==> src/rtl/prom_cfg_pkg.sv <==
// Shared constants, op-code table and JTAG scan-frame builders.
// Assumes the TAP rests in Run-Test/Idle between scans.
package prom_cfg_pkg;
    localparam int DW   = 16;
    localparam int IR_W = 8;
    localparam int FR   = (IR_W + 6 > DW + 5) ? IR_W + 6 : DW + 5;
    localparam int LENW = $clog2(FR + 1);

    typedef enum logic [1:0] {OP_ERASE, OP_PROG, OP_READ, OP_CONFIG} op_e;

    typedef struct packed {
        logic [LENW-1:0] len;
        logic [FR-1:0]   tms;
        logic [FR-1:0]   tdi;
    } frame_t;

    // Instruction value for each PROM operation.
    function automatic logic [IR_W-1:0] op_code(op_e o);
        case (o)
            OP_ERASE: return IR_W'(8'h0D);
            OP_PROG:  return IR_W'(8'h06);
            OP_READ:  return IR_W'(8'h05);
            default:  return IR_W'(8'h0E);
        endcase
    endfunction

    // Idle -> Shift-IR, shift code, Exit1 -> Update -> Idle.
    function automatic frame_t ir_frame(op_e o);
        frame_t f = '0;
        logic [IR_W-1:0] c = op_code(o);
        f.len    = LENW'(IR_W + 6);
        f.tms[0] = 1'b1;
        f.tms[1] = 1'b1;
        for (int i = 0; i < IR_W; i++) f.tdi[4+i] = c[i];
        f.tms[4+IR_W-1] = 1'b1;
        f.tms[4+IR_W]   = 1'b1;
        return f;
    endfunction

    // Idle -> Shift-DR, shift word LSB first, Exit1 -> Update -> Idle.
    function automatic frame_t dr_frame(logic [DW-1:0] w);
        frame_t f = '0;
        f.len    = LENW'(DW + 5);
        f.tms[0] = 1'b1;
        for (int i = 0; i < DW; i++) f.tdi[3+i] = w[i];
        f.tms[3+DW-1] = 1'b1;
        f.tms[3+DW]   = 1'b1;
        return f;
    endfunction
endpackage

==> src/rtl/prom_jtag_scan.sv <==
// Bit-level JTAG master: plays one frame of TMS/TDI bits at a divided TCK
// and collects TDO per bit. TMS/TDI move with TCK falling, TDO is taken
// as TCK rises. Assumes start is only pulsed while busy is low.
module prom_jtag_scan
    import prom_cfg_pkg::*;
#(
    parameter int DIVW = 8
) (
    input  logic            clk,
    input  logic            rst_n,
    input  logic [DIVW-1:0] clk_div,
    input  logic            start,
    input  frame_t          frame,
    output logic            busy,
    output logic            done,
    output logic [FR-1:0]   tdo_vec,
    output logic            tck,
    output logic            tms,
    output logic            tdi,
    input  logic            tdo_i
);
    typedef enum logic [1:0] {E_IDLE, E_LOW, E_HIGH} est_e;
    est_e            st;
    logic [DIVW-1:0] cnt;
    logic [LENW-1:0] bitn, len;
    logic [FR-1:0]   tms_sr, tdi_sr;

    assign busy = (st != E_IDLE);

    // Half-period timing, bit shifting and TDO capture.
    always_ff @(posedge clk) begin
        if (!rst_n) begin
            st <= E_IDLE; cnt <= '0; bitn <= '0; len <= '0;
            tms_sr <= '0; tdi_sr <= '0; tdo_vec <= '0;
            tck <= 1'b0; tms <= 1'b0; tdi <= 1'b0; done <= 1'b0;
        end else begin
            done <= 1'b0;
            case (st)
                E_IDLE: if (start) begin
                    len    <= frame.len;
                    tms    <= frame.tms[0];
                    tdi    <= frame.tdi[0];
                    tms_sr <= frame.tms >> 1;
                    tdi_sr <= frame.tdi >> 1;
                    bitn   <= '0;
                    cnt    <= clk_div;
                    st     <= E_LOW;
                end
                E_LOW: if (cnt == '0) begin
                    tck           <= 1'b1;
                    tdo_vec[bitn] <= tdo_i;
                    cnt           <= clk_div;
                    st            <= E_HIGH;
                end else cnt <= cnt - 1'b1;
                E_HIGH: if (cnt == '0) begin
                    tck <= 1'b0;
                    if (bitn == len - 1'b1) begin
                        done <= 1'b1; tms <= 1'b0; tdi <= 1'b0; st <= E_IDLE;
                    end else begin
                        bitn   <= bitn + 1'b1;
                        tms    <= tms_sr[0];
                        tdi    <= tdi_sr[0];
                        tms_sr <= tms_sr >> 1;
                        tdi_sr <= tdi_sr >> 1;
                        cnt    <= clk_div;
                        st     <= E_LOW;
                    end
                end else cnt <= cnt - 1'b1;
                default: st <= E_IDLE;
            endcase
        end
    end

    // TMS/TDI never move in the cycle TCK rises.
    a_r10_pins_settled_at_rise: assert property (@(posedge clk) disable iff (!rst_n)
        $rose(tck) |-> ($stable(tms) && $stable(tdi)));
    // a new frame is never launched over a running one.
    a_r3_start_only_idle: assert property (@(posedge clk) disable iff (!rst_n)
        start |-> !busy);
endmodule

==> src/rtl/prom_sram_arb.sv <==
// SRAM ownership mux: the host drives the SRAM unless the sequencer owns
// it, in which case host writes are dropped and host reads return zero.
module prom_sram_arb #(
    parameter int AW = 8,
    parameter int DW = 16
) (
    input  logic          own,
    input  logic [AW-1:0] host_addr,
    input  logic          host_we,
    input  logic [DW-1:0] host_wdata,
    output logic [DW-1:0] host_rdata,
    input  logic [AW-1:0] seq_addr,
    input  logic          seq_we,
    input  logic [DW-1:0] seq_wdata,
    output logic [AW-1:0] sram_addr,
    output logic          sram_we,
    output logic [DW-1:0] sram_wdata,
    input  logic [DW-1:0] sram_rdata
);
    // Route the owner's request to the SRAM and gate the host's view.
    always_comb begin
        sram_addr  = own ? seq_addr  : host_addr;
        sram_we    = own ? seq_we    : host_we;
        sram_wdata = own ? seq_wdata : host_wdata;
        host_rdata = own ? '0        : sram_rdata;
    end
endmodule

==> src/rtl/prom_cfg_ctrl.sv <==
// Command sequencer: accepts store / reconfigure commands, walks
// erase, program, read-back and release, and gates reconfigure on the
// final segment. Assumes SRAM read data is valid one cycle after the address.
module prom_cfg_ctrl
    import prom_cfg_pkg::*;
#(
    parameter int NCH = 3,
    parameter int CHW = 2,
    parameter int AW  = 8,
    parameter int LW  = 8
) (
    input  logic           clk,
    input  logic           rst_n,
    input  logic           cmd_valid,
    input  logic           cmd_reconf,
    input  logic [CHW-1:0] cmd_chain,
    input  logic [AW-1:0]  cmd_base,
    input  logic [LW-1:0]  cmd_len,
    input  logic           cmd_last,
    output logic           busy,
    output logic           done,
    output logic           err,
    output logic           own,
    output logic [NCH-1:0] chain_en,
    output logic [AW-1:0]  seq_addr,
    output logic           seq_we,
    output logic [DW-1:0]  seq_wdata,
    input  logic [DW-1:0]  seq_rdata,
    output logic           scan_start,
    output frame_t         scan_frame,
    input  logic           scan_done,
    input  logic [FR-1:0]  scan_tdo
);
    typedef enum logic [3:0] {
        S_IDLE, S_ERASE, S_PIR, S_FETCH, S_FWAIT, S_PDR,
        S_RIR, S_RDR, S_WBK, S_CFG
    } st_e;
    st_e            st;
    logic [AW-1:0]  base;
    logic [LW-1:0]  len, idx;
    logic [CHW-1:0] chain;
    logic           last_q, armed;
    logic [DW-1:0]  word;
    logic           at_end;

    assign at_end = (idx == len - LW'(1));

    // One enable per chain, high only for the active target.
    for (genvar k = 0; k < NCH; k++) begin : g_chain
        assign chain_en[k] = busy && (int'(chain) == k);
    end

    // SRAM request: fetch image words, then write the read-back copy above them.
    always_comb begin
        seq_we    = (st == S_WBK);
        seq_wdata = word;
        seq_addr  = (st == S_WBK) ? base + AW'(len) + AW'(idx) : base + AW'(idx);
    end

    // Main sequencing, command acceptance and status.
    always_ff @(posedge clk) begin
        if (!rst_n) begin
            st <= S_IDLE; base <= '0; len <= '0; idx <= '0; chain <= '0;
            last_q <= 1'b0; armed <= 1'b0; word <= '0;
            busy <= 1'b0; done <= 1'b0; err <= 1'b0; own <= 1'b0;
            scan_start <= 1'b0; scan_frame <= '0;
        end else begin
            scan_start <= 1'b0;
            if (st != S_IDLE && cmd_valid) err <= 1'b1;
            case (st)
                S_IDLE: if (cmd_valid) begin
                    if (cmd_reconf) begin
                        if (armed) begin
                            busy <= 1'b1; done <= 1'b0; err <= 1'b0;
                            scan_start <= 1'b1; scan_frame <= ir_frame(OP_CONFIG);
                            st <= S_CFG;
                        end else err <= 1'b1;
                    end else if (cmd_len == '0 || int'(cmd_chain) >= NCH) begin
                        err <= 1'b1;
                    end else begin
                        base <= cmd_base; len <= cmd_len; chain <= cmd_chain;
                        last_q <= cmd_last; armed <= 1'b0;
                        own <= 1'b1; busy <= 1'b1; done <= 1'b0; err <= 1'b0;
                        scan_start <= 1'b1; scan_frame <= ir_frame(OP_ERASE);
                        st <= S_ERASE;
                    end
                end
                S_ERASE: if (scan_done) begin
                    scan_start <= 1'b1; scan_frame <= ir_frame(OP_PROG);
                    st <= S_PIR;
                end
                S_PIR: if (scan_done) begin
                    idx <= '0; st <= S_FETCH;
                end
                S_FETCH: st <= S_FWAIT;
                S_FWAIT: begin
                    scan_start <= 1'b1; scan_frame <= dr_frame(seq_rdata);
                    st <= S_PDR;
                end
                S_PDR: if (scan_done) begin
                    if (at_end) begin
                        idx <= '0;
                        scan_start <= 1'b1; scan_frame <= ir_frame(OP_READ);
                        st <= S_RIR;
                    end else begin
                        idx <= idx + 1'b1; st <= S_FETCH;
                    end
                end
                S_RIR: if (scan_done) begin
                    scan_start <= 1'b1; scan_frame <= dr_frame('0);
                    st <= S_RDR;
                end
                S_RDR: if (scan_done) begin
                    word <= scan_tdo[3 +: DW]; st <= S_WBK;
                end
                S_WBK: begin
                    if (at_end) begin
                        own <= 1'b0; busy <= 1'b0; done <= 1'b1;
                        armed <= last_q; st <= S_IDLE;
                    end else begin
                        idx <= idx + 1'b1;
                        scan_start <= 1'b1; scan_frame <= dr_frame('0);
                        st <= S_RDR;
                    end
                end
                S_CFG: if (scan_done) begin
                    busy <= 1'b0; done <= 1'b1; armed <= 1'b0; st <= S_IDLE;
                end
                default: st <= S_IDLE;
            endcase
        end
    end

    // the SRAM is only held while a run is active.
    a_r2_own_implies_busy: assert property (@(posedge clk) disable iff (!rst_n)
        own |-> busy);
    // a command landing on a busy block always flags an error.
    a_r9_busy_cmd_flags: assert property (@(posedge clk) disable iff (!rst_n)
        (busy && cmd_valid) |=> err);
    // at most one chain is driven.
    a_r8_chain_onehot: assert property (@(posedge clk) disable iff (!rst_n)
        $onehot0(chain_en));
    // done and busy are never high together.
    a_r5_done_excl_busy: assert property (@(posedge clk) disable iff (!rst_n)
        done |-> !busy);
    // read-back writes happen only while the SRAM is owned.
    a_r4_write_owned: assert property (@(posedge clk) disable iff (!rst_n)
        seq_we |-> own);
endmodule

==> src/rtl/prom_cfg_seq.sv <==
// Top: ties the command sequencer, SRAM ownership mux and JTAG master,
// and picks TDO from the enabled chain. TCK/TMS/TDI are shared by all chains.
module prom_cfg_seq
    import prom_cfg_pkg::*;
#(
    parameter int NCH  = 3,
    parameter int CHW  = (NCH > 1) ? $clog2(NCH) : 1,
    parameter int AW   = 8,
    parameter int LW   = 8,
    parameter int DIVW = 8
) (
    input  logic            clk,
    input  logic            rst_n,
    input  logic [DIVW-1:0] clk_div,
    input  logic            cmd_valid,
    input  logic            cmd_reconf,
    input  logic [CHW-1:0]  cmd_chain,
    input  logic [AW-1:0]   cmd_base,
    input  logic [LW-1:0]   cmd_len,
    input  logic            cmd_last,
    output logic            busy,
    output logic            done,
    output logic            err,
    output logic            host_gnt,
    input  logic [AW-1:0]   host_addr,
    input  logic            host_we,
    input  logic [DW-1:0]   host_wdata,
    output logic [DW-1:0]   host_rdata,
    output logic [AW-1:0]   sram_addr,
    output logic            sram_we,
    output logic [DW-1:0]   sram_wdata,
    input  logic [DW-1:0]   sram_rdata,
    output logic            jtag_tck,
    output logic            jtag_tms,
    output logic            jtag_tdi,
    input  logic [NCH-1:0]  jtag_tdo,
    output logic [NCH-1:0]  chain_en
);
    logic          own, seq_we, scan_start, scan_done, scan_busy, tdo_sel;
    logic [AW-1:0] seq_addr;
    logic [DW-1:0] seq_wdata;
    frame_t        scan_frame;
    logic [FR-1:0] scan_tdo;

    assign host_gnt = !own;
    assign tdo_sel  = |(jtag_tdo & chain_en);

    prom_cfg_ctrl #(.NCH(NCH), .CHW(CHW), .AW(AW), .LW(LW)) u_ctrl (
        .clk, .rst_n, .cmd_valid, .cmd_reconf, .cmd_chain, .cmd_base,
        .cmd_len, .cmd_last, .busy, .done, .err, .own, .chain_en,
        .seq_addr, .seq_we, .seq_wdata, .seq_rdata(sram_rdata),
        .scan_start, .scan_frame, .scan_done, .scan_tdo
    );

    prom_sram_arb #(.AW(AW), .DW(DW)) u_arb (
        .own, .host_addr, .host_we, .host_wdata, .host_rdata,
        .seq_addr, .seq_we, .seq_wdata,
        .sram_addr, .sram_we, .sram_wdata, .sram_rdata
    );

    prom_jtag_scan #(.DIVW(DIVW)) u_jtag (
        .clk, .rst_n, .clk_div, .start(scan_start), .frame(scan_frame),
        .busy(scan_busy), .done(scan_done), .tdo_vec(scan_tdo),
        .tck(jtag_tck), .tms(jtag_tms), .tdi(jtag_tdi), .tdo_i(tdo_sel)
    );

    // the JTAG clock stays low whenever the block is idle.
    a_r1_tck_idle_low: assert property (@(posedge clk) disable iff (!rst_n)
        !busy |-> !jtag_tck);
endmodule

==> config.mk <==
export PLATFORM = sky130hd
export DESIGN_NAME = prom_cfg_seq
export DESIGN_NICKNAME = d
export VERILOG_FILES = /design/src/rtl/prom_cfg_pkg.sv /design/src/rtl/prom_jtag_scan.sv /design/src/rtl/prom_sram_arb.sv /design/src/rtl/prom_cfg_ctrl.sv /design/src/rtl/prom_cfg_seq.sv
export SDC_FILE = /design/constraint.sdc
export NUM_CORES = 1
export LEC_CHECK = 0
export ABC_AREA = 1
export BUFFER_PORTS_ARGS = -buffer_cell sky130_fd_sc_hd__buf_2
export CAP_MARGIN = 0
export CORE_ASPECT_RATIO = 1.1
export CORE_MARGIN = 5
export CORE_UTILIZATION = 48
export CTS_CLUSTER_DIAMETER = 30
export DETAILED_ROUTE_END_ITERATION = 8
export HOLD_SLACK_MARGIN = 0.08
export PLACE_DENSITY_LB_ADDON = 0.3
export SETUP_SLACK_MARGIN = 0.05
export SYNTH_ARGS = -nofsm -noshare
export SYNTH_HDL_FRONTEND = slang
export SYNTH_SLANG_ARGS = --single-unit
==> constraint.sdc <==
create_clock -name clk -period 2.55 [get_ports clk]
set_clock_uncertainty 0.2 [all_clocks]
set_input_delay 0.255 -clock clk [delete_from_list [all_inputs] [get_ports clk]]
set_output_delay 0.255 -clock clk [all_outputs]
set_load 0.01 [all_outputs]
==> metrics, run 1 <==
status=complete, but fails checks; violated checks=negative setup slack; Worst-path clk slew=0.06 ns; Final GP Congestion=about 0.88; Switch Pwr=just under 4 mW; layout cell share with drive strength beyond 1=0.2091; Final Non-Filler Cells=between 1,500 and 2,000; pins over their slew limit=0; Core Footprint=about 16,000 um2; largest stage delay on the critical path=about 0.54 ns; IO Pins=126; final hold vios=0; Critical Path Most Common Cell=nand2_2; post-synth top area cell=dfxtp_1; Rel. slew slack=0.5930; register bit total from synthesis=approximately 150; antenna violations before repair=0; Initial DRC Count=approximately 600; area grow syn2layout=29.78%; die height=146.0 um; CP Buf/Inv Count=2; Antenna Nets Post-Route=0; DP HPWL=around 16,000 um; Worst path depth=13; Synth cell types=between 40 and 50; final worst setup slack=-0.7200 ns; Critical R2R Launch=u_jtag.cnt[0]; R2R setup slack=about 0.2 ns; crit path time final=between 3 and 4 ns; Die W=133.6 um; min-delay worst type=in2reg; synthesized area=8066 um2; Tot GR Track Use=0.2259; Top FF cell, synth=dfxtp_1; register area share after synthesis=0.3648; CP max-delay cell=fa_1; TritonCTS Buffers=17; Max Freq=0.3058 GHz; final setup fails=6; Gate power share=0.433; H-tree Lvls=4; I/O Buffers=125; Critical Path End=sram_addr[7]; GRT overflow=0; vias per cell=slightly above 5; Worst Path Required=2.10 ns; async set-reset flop share out of synthesis=0; DRC violations left=0; first-pass GRT wire length=36,430 um; yosys warns=0; # rows=~50; dpl cells=1,521; largest net degree at the start of global routing=just under 50; Tightest Pin Transition=roughly 0.6 ns; Worst Setup End Kind=output port; number of global-route vias before repair=about 8,000; family with the most delay on the worst path=adder cells; # Max-Cap Violations=0; CTS tree=done; Cells after Synth=roughly 1,200; Pleak=approximately 4.7 nW; area of the die=between 15,000 and 20,000 um2; routed via count=8,242; Final period util=1.282; Crit Path Class=reg2out; antenna cells=0; Clk network pwr share=0.274; crit path launch type=register; Int Pwr=between 6 and 7 mW; syn_nets=roughly 1,300; root buffer cell=clkbuf_16; number of flops mapped to enable cells by yosys=0; critical path arrival=around 2.8 ns; clock buffer depth=2; wire per inst=approximately 14 um; crit-path cells=fa_1 > ha_2 > inv_2 > fa_2 > nand3b_1 > nand2_1 > nand2_2 > nand2_2 > a21oi_2 > or2_4 > nand2_2 > a31oi_2 > buf_2; RSZ-0062 raised after global routing=true; Fill cells=between 1,000 and 1,500; worst r2r dst=u_jtag.tms_sr[17]; Critical Path Source=u_ctrl.base[1]; Max VDD drop=0.5461 mV; clock latency on the worst-skew pair=around 0.43 ns; Power Dens Cells=952.8 nW/um2; clock sink count=roughly 150; switching part of the total=0.3939; sequential share of power=0.293; syn_area_per_cell=around 6.8 um2; Final Core Density=0.6371; Initial Util=0.4909; FF-to-FF path depth=13; Synth top area share=0.3648; Synth area leaders=dfxtp_1 (36%), nand2_1 (14%), a21oi_1 (7.8%); Max FO, Critical Path=2; Post-Route WL=22,200 um; final-stage net count=1,499; 1st-pass router iterations=5
## cell usage after synthesis, types with 16 or more instances
cell type / number
ha_1: 27
nand2_1: 300
nor2_1: 153
xor2_1: 17
inv_1: 118
nand3_1: 41
clkbuf_1: 30
a21oi_1: 126
dfxtp_1: 147
nand4_1: 16
o21ai_0: 97
## sequential cells by signal, summed over array words and instances, names as in the netlist, 2 cells and up
register,cells
u_ctrl.scan_frame,19
u_jtag.st,2
u_ctrl.chain,2
u_ctrl.len,8
u_jtag.tms_sr,19
u_ctrl.base,8
u_jtag.tdo_vec,16
u_ctrl.seq_wdata,16
u_ctrl.st,4
u_ctrl.idx,8
u_jtag.cnt,8
u_jtag.len,3
u_jtag.tdi_sr,18
u_jtag.bitn,5
## worst min path at each step
stage,startpoint,endpoint,slack (ns),cells after the start
floorplan,cmd_last,u_ctrl.last_q,0.20,2
global placement,u_ctrl.seq_wdata[1],u_ctrl.seq_wdata[1],0.24,2
detailed placement,u_ctrl.seq_wdata[6],u_ctrl.seq_wdata[6],0.24,2
CTS,rst_n,u_ctrl.scan_frame[42],0.13,3
global route,rst_n,u_ctrl.scan_frame[42],0.17,3
finish,rst_n,u_ctrl.scan_frame[42],0.15,3
## power by group through the flow
stage | Clock (mW) | Combinational, mW | Sequential (mW)
2_1_floorplan | 0 | 2.89 | 2.93
3_3_place_gp | 0 | 3.87 | 2.95
3_5_place_dp | 0 | 3.94 | 2.96
4_1_cts | 2.77 | 4.06 | 2.91
5_1_grt | 2.88 | 4.81 | 2.96
6_report | 2.74 | 4.31 | 2.92
## metal layers
layer / up-vias / global-route usage / routed length, um
met3: 46 / 0.04633 / 1150
met2: 225 / 0.3847 / 10670
met1: 3749 / 0.2794 / 9799
met5: - / 0 / 0
met4: 0 / 0.08951 / 572
li1: 4222 / - / -
## stage by stage
step	TNS [ns]	total power [mW]	instance area [um2]	setup slack [ns]	hold slack, ns
after floorplan	-0.1042	5.822	8093	-0.1042	0.1996
after global placement	-0.4317	6.816	9144	-0.2564	0.2355
after detailed placement	-0.5187	6.895	9144	-0.2926	0.2417
after CTS	-2.746	9.744	10270	-0.7221	0.1265
after global routing	-3.374	10.65	10470	-0.8259	0.1701
final	-2.794	9.975	10470	-0.7200	0.1524
## tightest hold or removal path, cell delays in order
cell and delay (ns):
buf_2 0.30, nand2_1 0.15, nor2_1 0.03
## final cells by class
| class | instances | area (um2) | area share |
|---|---|---|---|
| multi-input combinational | 868 | 4564 | 0.4360 |
| sequential | 147 | 2957 | 0.2824 |
| timing repair buffer | 230 | 1580 | 0.1510 |
| inverter | 124 | 465.4 | 0.04446 |
| clock buffer | 19 | 452.9 | 0.04327 |
| tap | 204 | 255.2 | 0.02438 |
| clock inverter | 13 | 193.9 | 0.01853 |
## logic make-up (layout without fill, tap and decap cells)
| logic type | count (synthesis) | in the layout | synth area share |
|---|---|---|---|
| adder cells (fa/ha/maj) | 36 | 36 | 0.06422 |
| flip-flops | 147 | 147 | 0.3648 |
| buffers and inverters | 175 | 386 | 0.08748 |
| AO/OA/AOI/OAI | 253 | 253 | 0.1677 |
| XOR/XNOR | 29 | 29 | 0.03149 |
| AND/OR/NAND/NOR | 550 | 550 | 0.2843 |
## timing repair
action,in CTS,in global routing
gates resized for setup,14,29
buffers inserted,2,10
pin swaps,12,12
setup endpoints to repair,8,80
hold buffers,41,0
endpoints found under the hold margin,41,0
## cells in the final DEF, fill, tap and decap left out, types with 2 or more instances in the layout
cell type / Yosys / layout
buf_4: 1 / 54
xnor2_1: 12 / 11
buf_6: 4 / 7
buf_2: 12 / 125
nor2_1: 153 / 149
or2_1: 2 / 2
buf_12: 0 / 3
nand3_1: 41 / 41
a21oi_1: 126 / 122
ha_2: 0 / 2
dfxtp_1: 147 / 138
nand2_2: 6 / 11
bufinv_16: 0 / 4
xor2_1: 17 / 16
nand3b_1: 2 / 2
a21oi_2: 2 / 6
nand3_4: 1 / 2
nor2_4: 4 / 5
fa_1: 9 / 7
inv_2: 4 / 10
clkbuf_16: 0 / 17
fa_2: 0 / 2
inv_6: 0 / 4
o211ai_1: 3 / 3
nand2_4: 1 / 3
clkbuf_8: 0 / 2
ha_1: 27 / 24
clkinvlp_4: 0 / 3
nor2_2: 6 / 9
o2111ai_1: 3 / 3
nor3_1: 12 / 12
o21a_1: 10 / 10
o221ai_2: 0 / 2
o21ai_0: 97 / 96
inv_1: 118 / 113
dfxtp_2: 0 / 8
o21ai_1: 2 / 3
nand2_1: 300 / 293
nand4_1: 16 / 16
dlygate4sd3_1: 0 / 41
Power figures use the tool's default switching activity.
==> run 2, diff against run 1 <==
- CORE_ASPECT_RATIO: 1.1 -> 0.6
==> run 2 against run 1 <==
  * The flow still finishes with violations (negative setup slack)
  * Utilization increased by 0.73 points
  * Clock-buffer cell count down 2
  * Critical path depth stayed put
  * Non-clock buffer count rose by 5
  * Via count grew 1.9%
  * Highest routed layer unchanged
  * Largest power group unchanged
  * Global-route usage rose by 1.2 points
==> metrics, run 2 (synthesis gave the netlist of run 1 again) <==
DP HPWL=16,930 um (+8.1%); Tot GR Track Use=0.2376 (+0.01173); Max FO, Critical Path=2 (unchanged); Rel. slew slack=0.4838 (-0.1092); Critical Path Most Common Cell=nand2_1; crit path launch type=register; clock buffer depth=2 (unchanged); root buffer cell=clkbuf_16; Antenna Nets Post-Route=0 (unchanged); final worst setup slack=-0.7240 ns (-0.004034 ns); area grow syn2layout=30.63%; layout cell share with drive strength beyond 1=0.2119 (+0.002812); I/O Buffers=125 (unchanged); RSZ-0062 raised after global routing=true; GRT overflow=0 (unchanged); CP max-delay cell=fa_1; violated checks=negative setup slack; Max VDD drop=0.5692 mV (+4.2%); routed via count=8,396 (+1.9%); commonest non-fill, non-tap cell in the layout=nand2_1; Power Total=10.03 mW (+0.55%); Crit Path Class=reg2out; Core Footprint=16,350 um2 (-0.49%); H-tree Lvls=4 (unchanged); clock sink count=147 (unchanged); final hold vios=0 (unchanged); Max Freq=0.3054 GHz (-0.12%); final-stage net count=1,504 (+0.33%); critical path arrival=2.82 ns (about the same); family with the most delay on the worst path=adder cells; Initial DRC Count=896 (+45%); status=complete, but fails checks; Die W=177.4 um (+33%); crit path time final=3.274 ns (+0.004034 ns); Pleak=4.743 nW (+0.38%); IO Pins=126 (unchanged); antenna violations before repair=0 (unchanged); largest net degree at the start of global routing=76 (+55%); crit-path cells=fa_1 > ha_2 > inv_2 > fa_2 > nand3b_1 > nand2_1 > nand2_1 > nand2_1 > a21oi_2 > or2_4 > nand2_2 > a31oi_2 > buf_2; commonest cells after routing, fill and taps aside=nand2_1 (294), nor2_1 (148), dfxtp_1 (138), buf_2 (125), a21oi_1 (123); first-pass GRT wire length=38,170 um (+4.8%); Final GP Congestion=0.9867 (+12%); Power Dens Cells=951.8 nW/um2 (-0.11%); dpl cells=1,545 (+1.6%); number of global-route vias before repair=7,554 (-2.8%); die height=110.4 um (-24%); Top Registers=u_ctrl.scan_frame (19), u_jtag.tms_sr (19), u_jtag.tdi_sr (18); Place WS=-0.2926 ns (-0.00003500 ns); Tightest Pin Transition=0.7724 ns (+0.1619 ns); Worst Path Required=2.10 ns (about the same); Final Core Density=0.6445 (+0.007329); DRC violations left=0 (unchanged); pins over their slew limit=0 (unchanged); wire per inst=14.72 um (+6.4%); clock latency on the worst-skew pair=0.42 ns (about the same); Post-Route WL=24,050 um (+8.4%); vias per cell=5.138 (about the same); Worst-path clk slew=0.07 ns (about the same); 1st-pass router iterations=5 (unchanged); TritonCTS Buffers=17 (unchanged); # rows=36 (-27%); area of the die=19,580 um2 (+0.42%); # Max-Cap Violations=0 (unchanged); Worst Setup End Kind=output port; CP Buf/Inv Count=2 (unchanged); final setup fails=6 (unchanged); Final period util=1.284 (+0.001582); antenna cells=0 (unchanged); largest stage delay on the critical path=0.54 ns (about the same); Final Non-Filler Cells=1,634 (+1.8%); CTS tree=done; min-delay worst type=in2reg; Initial Util=0.4933 (+0.002404)
[run 2: changes by cell type in the layout (fill, tap and decap cells not counted), moves of 2 or more]
| cell | previous run | this run |
|---|---|---|
| dlygate4sd3_1 | 41 | 43 |
| buf_4 | 54 | 60 |
| dfxtp_4 | 1 | 3 |
| dfxtp_2 | 8 | 6 |
| nand3_1 | 41 | 39 |
| clkbuf_8 | 2 | 0 |
| clkinvlp_4 | 3 | 6 |
| buf_8 | 0 | 2 |
| buf_6 | 7 | 1 |
[run 2: worst paths after layout]
path / cells past startpoint / start / slack, ns / to
worst max-delay path: 13 / u_ctrl.base[1] / -0.72 / sram_addr[7]
worst min-delay path: 3 / cmd_len[0] / 0.14 / u_ctrl.len[0]
worst max register to register: 13 / u_ctrl.len[1] / 0.21 / u_ctrl.scan_frame[13]
worst min register to register: 2 / u_ctrl.seq_wdata[12] / 0.25 / u_ctrl.seq_wdata[12]
[run 2: repair_timing]
item | 4_1_cts | 5_1_grt
setup endpoints to repair | 8 | 68
buffers inserted | 2 | 12
resized for setup | 18 | 27
pin swaps | 11 | 6
cloned | 0 | 1
hold endpoints to repair | 42 | 0
hold buffers | 43 | 0
[run 2: layer usage]
| layer | vias to the layer above | share of wire | GRT usage |
|---|---|---|---|
| met5 | - | 0 | 0 |
| met2 | 316 | 0.40 | 0.3323 |
| met3 | 25 | 0.096 | 0.06523 |
| met4 | 0 | 0.012 | 0.05819 |
| met1 | 3818 | 0.49 | 0.3589 |
| li1 | 4237 | - | - |
[run 2: worst reg2reg max path: stages (launching register included)]
cell	delay, ns
dfxtp_1	0.33
buf_4	0.15
inv_1	0.08
ha_2	0.23
nand2_1	0.08
xnor2_1	0.18
nand2_1	0.13
nor2_4	0.20
nand2_4	0.12
nand2_2	0.12
nand3_4	0.11
buf_12	0.17
nand2_1	0.06
a21oi_1	0.05
[run 2: area by class of cell]
class	count	area, um2
clock inverters	15	192.7
inverters	124	473.0
flip-flops and latches	147	2962
multi-input cells	868	4567
clock buffers	17	425.4
fillers	1412	5813
well taps	228	285.3
repair buffers	235	1633
[run 2: stage by stage]
stage	hold WS (ns)	area [um2]	setup TNS, ns
2_1_floorplan	0.1996	8093	-0.1042
3_5_place_dp	0.2419	9186	-0.5029
5_1_grt	0.1592	10540	-3.164
3_3_place_gp	0.2409	9186	-0.4339
6_report	0.1383	10540	-2.648
4_1_cts	0.1096	10310	-2.576
[run 2: power breakdown]
part           switching (mW)  total, mW  internal (mW)  leakage [nW]
sequential              0.262       2.93           2.67          1.20
combinational            2.73       4.45           1.72          3.25
clock                    1.08       2.65           1.57         0.292
total                    4.07       10.0           5.96          4.74
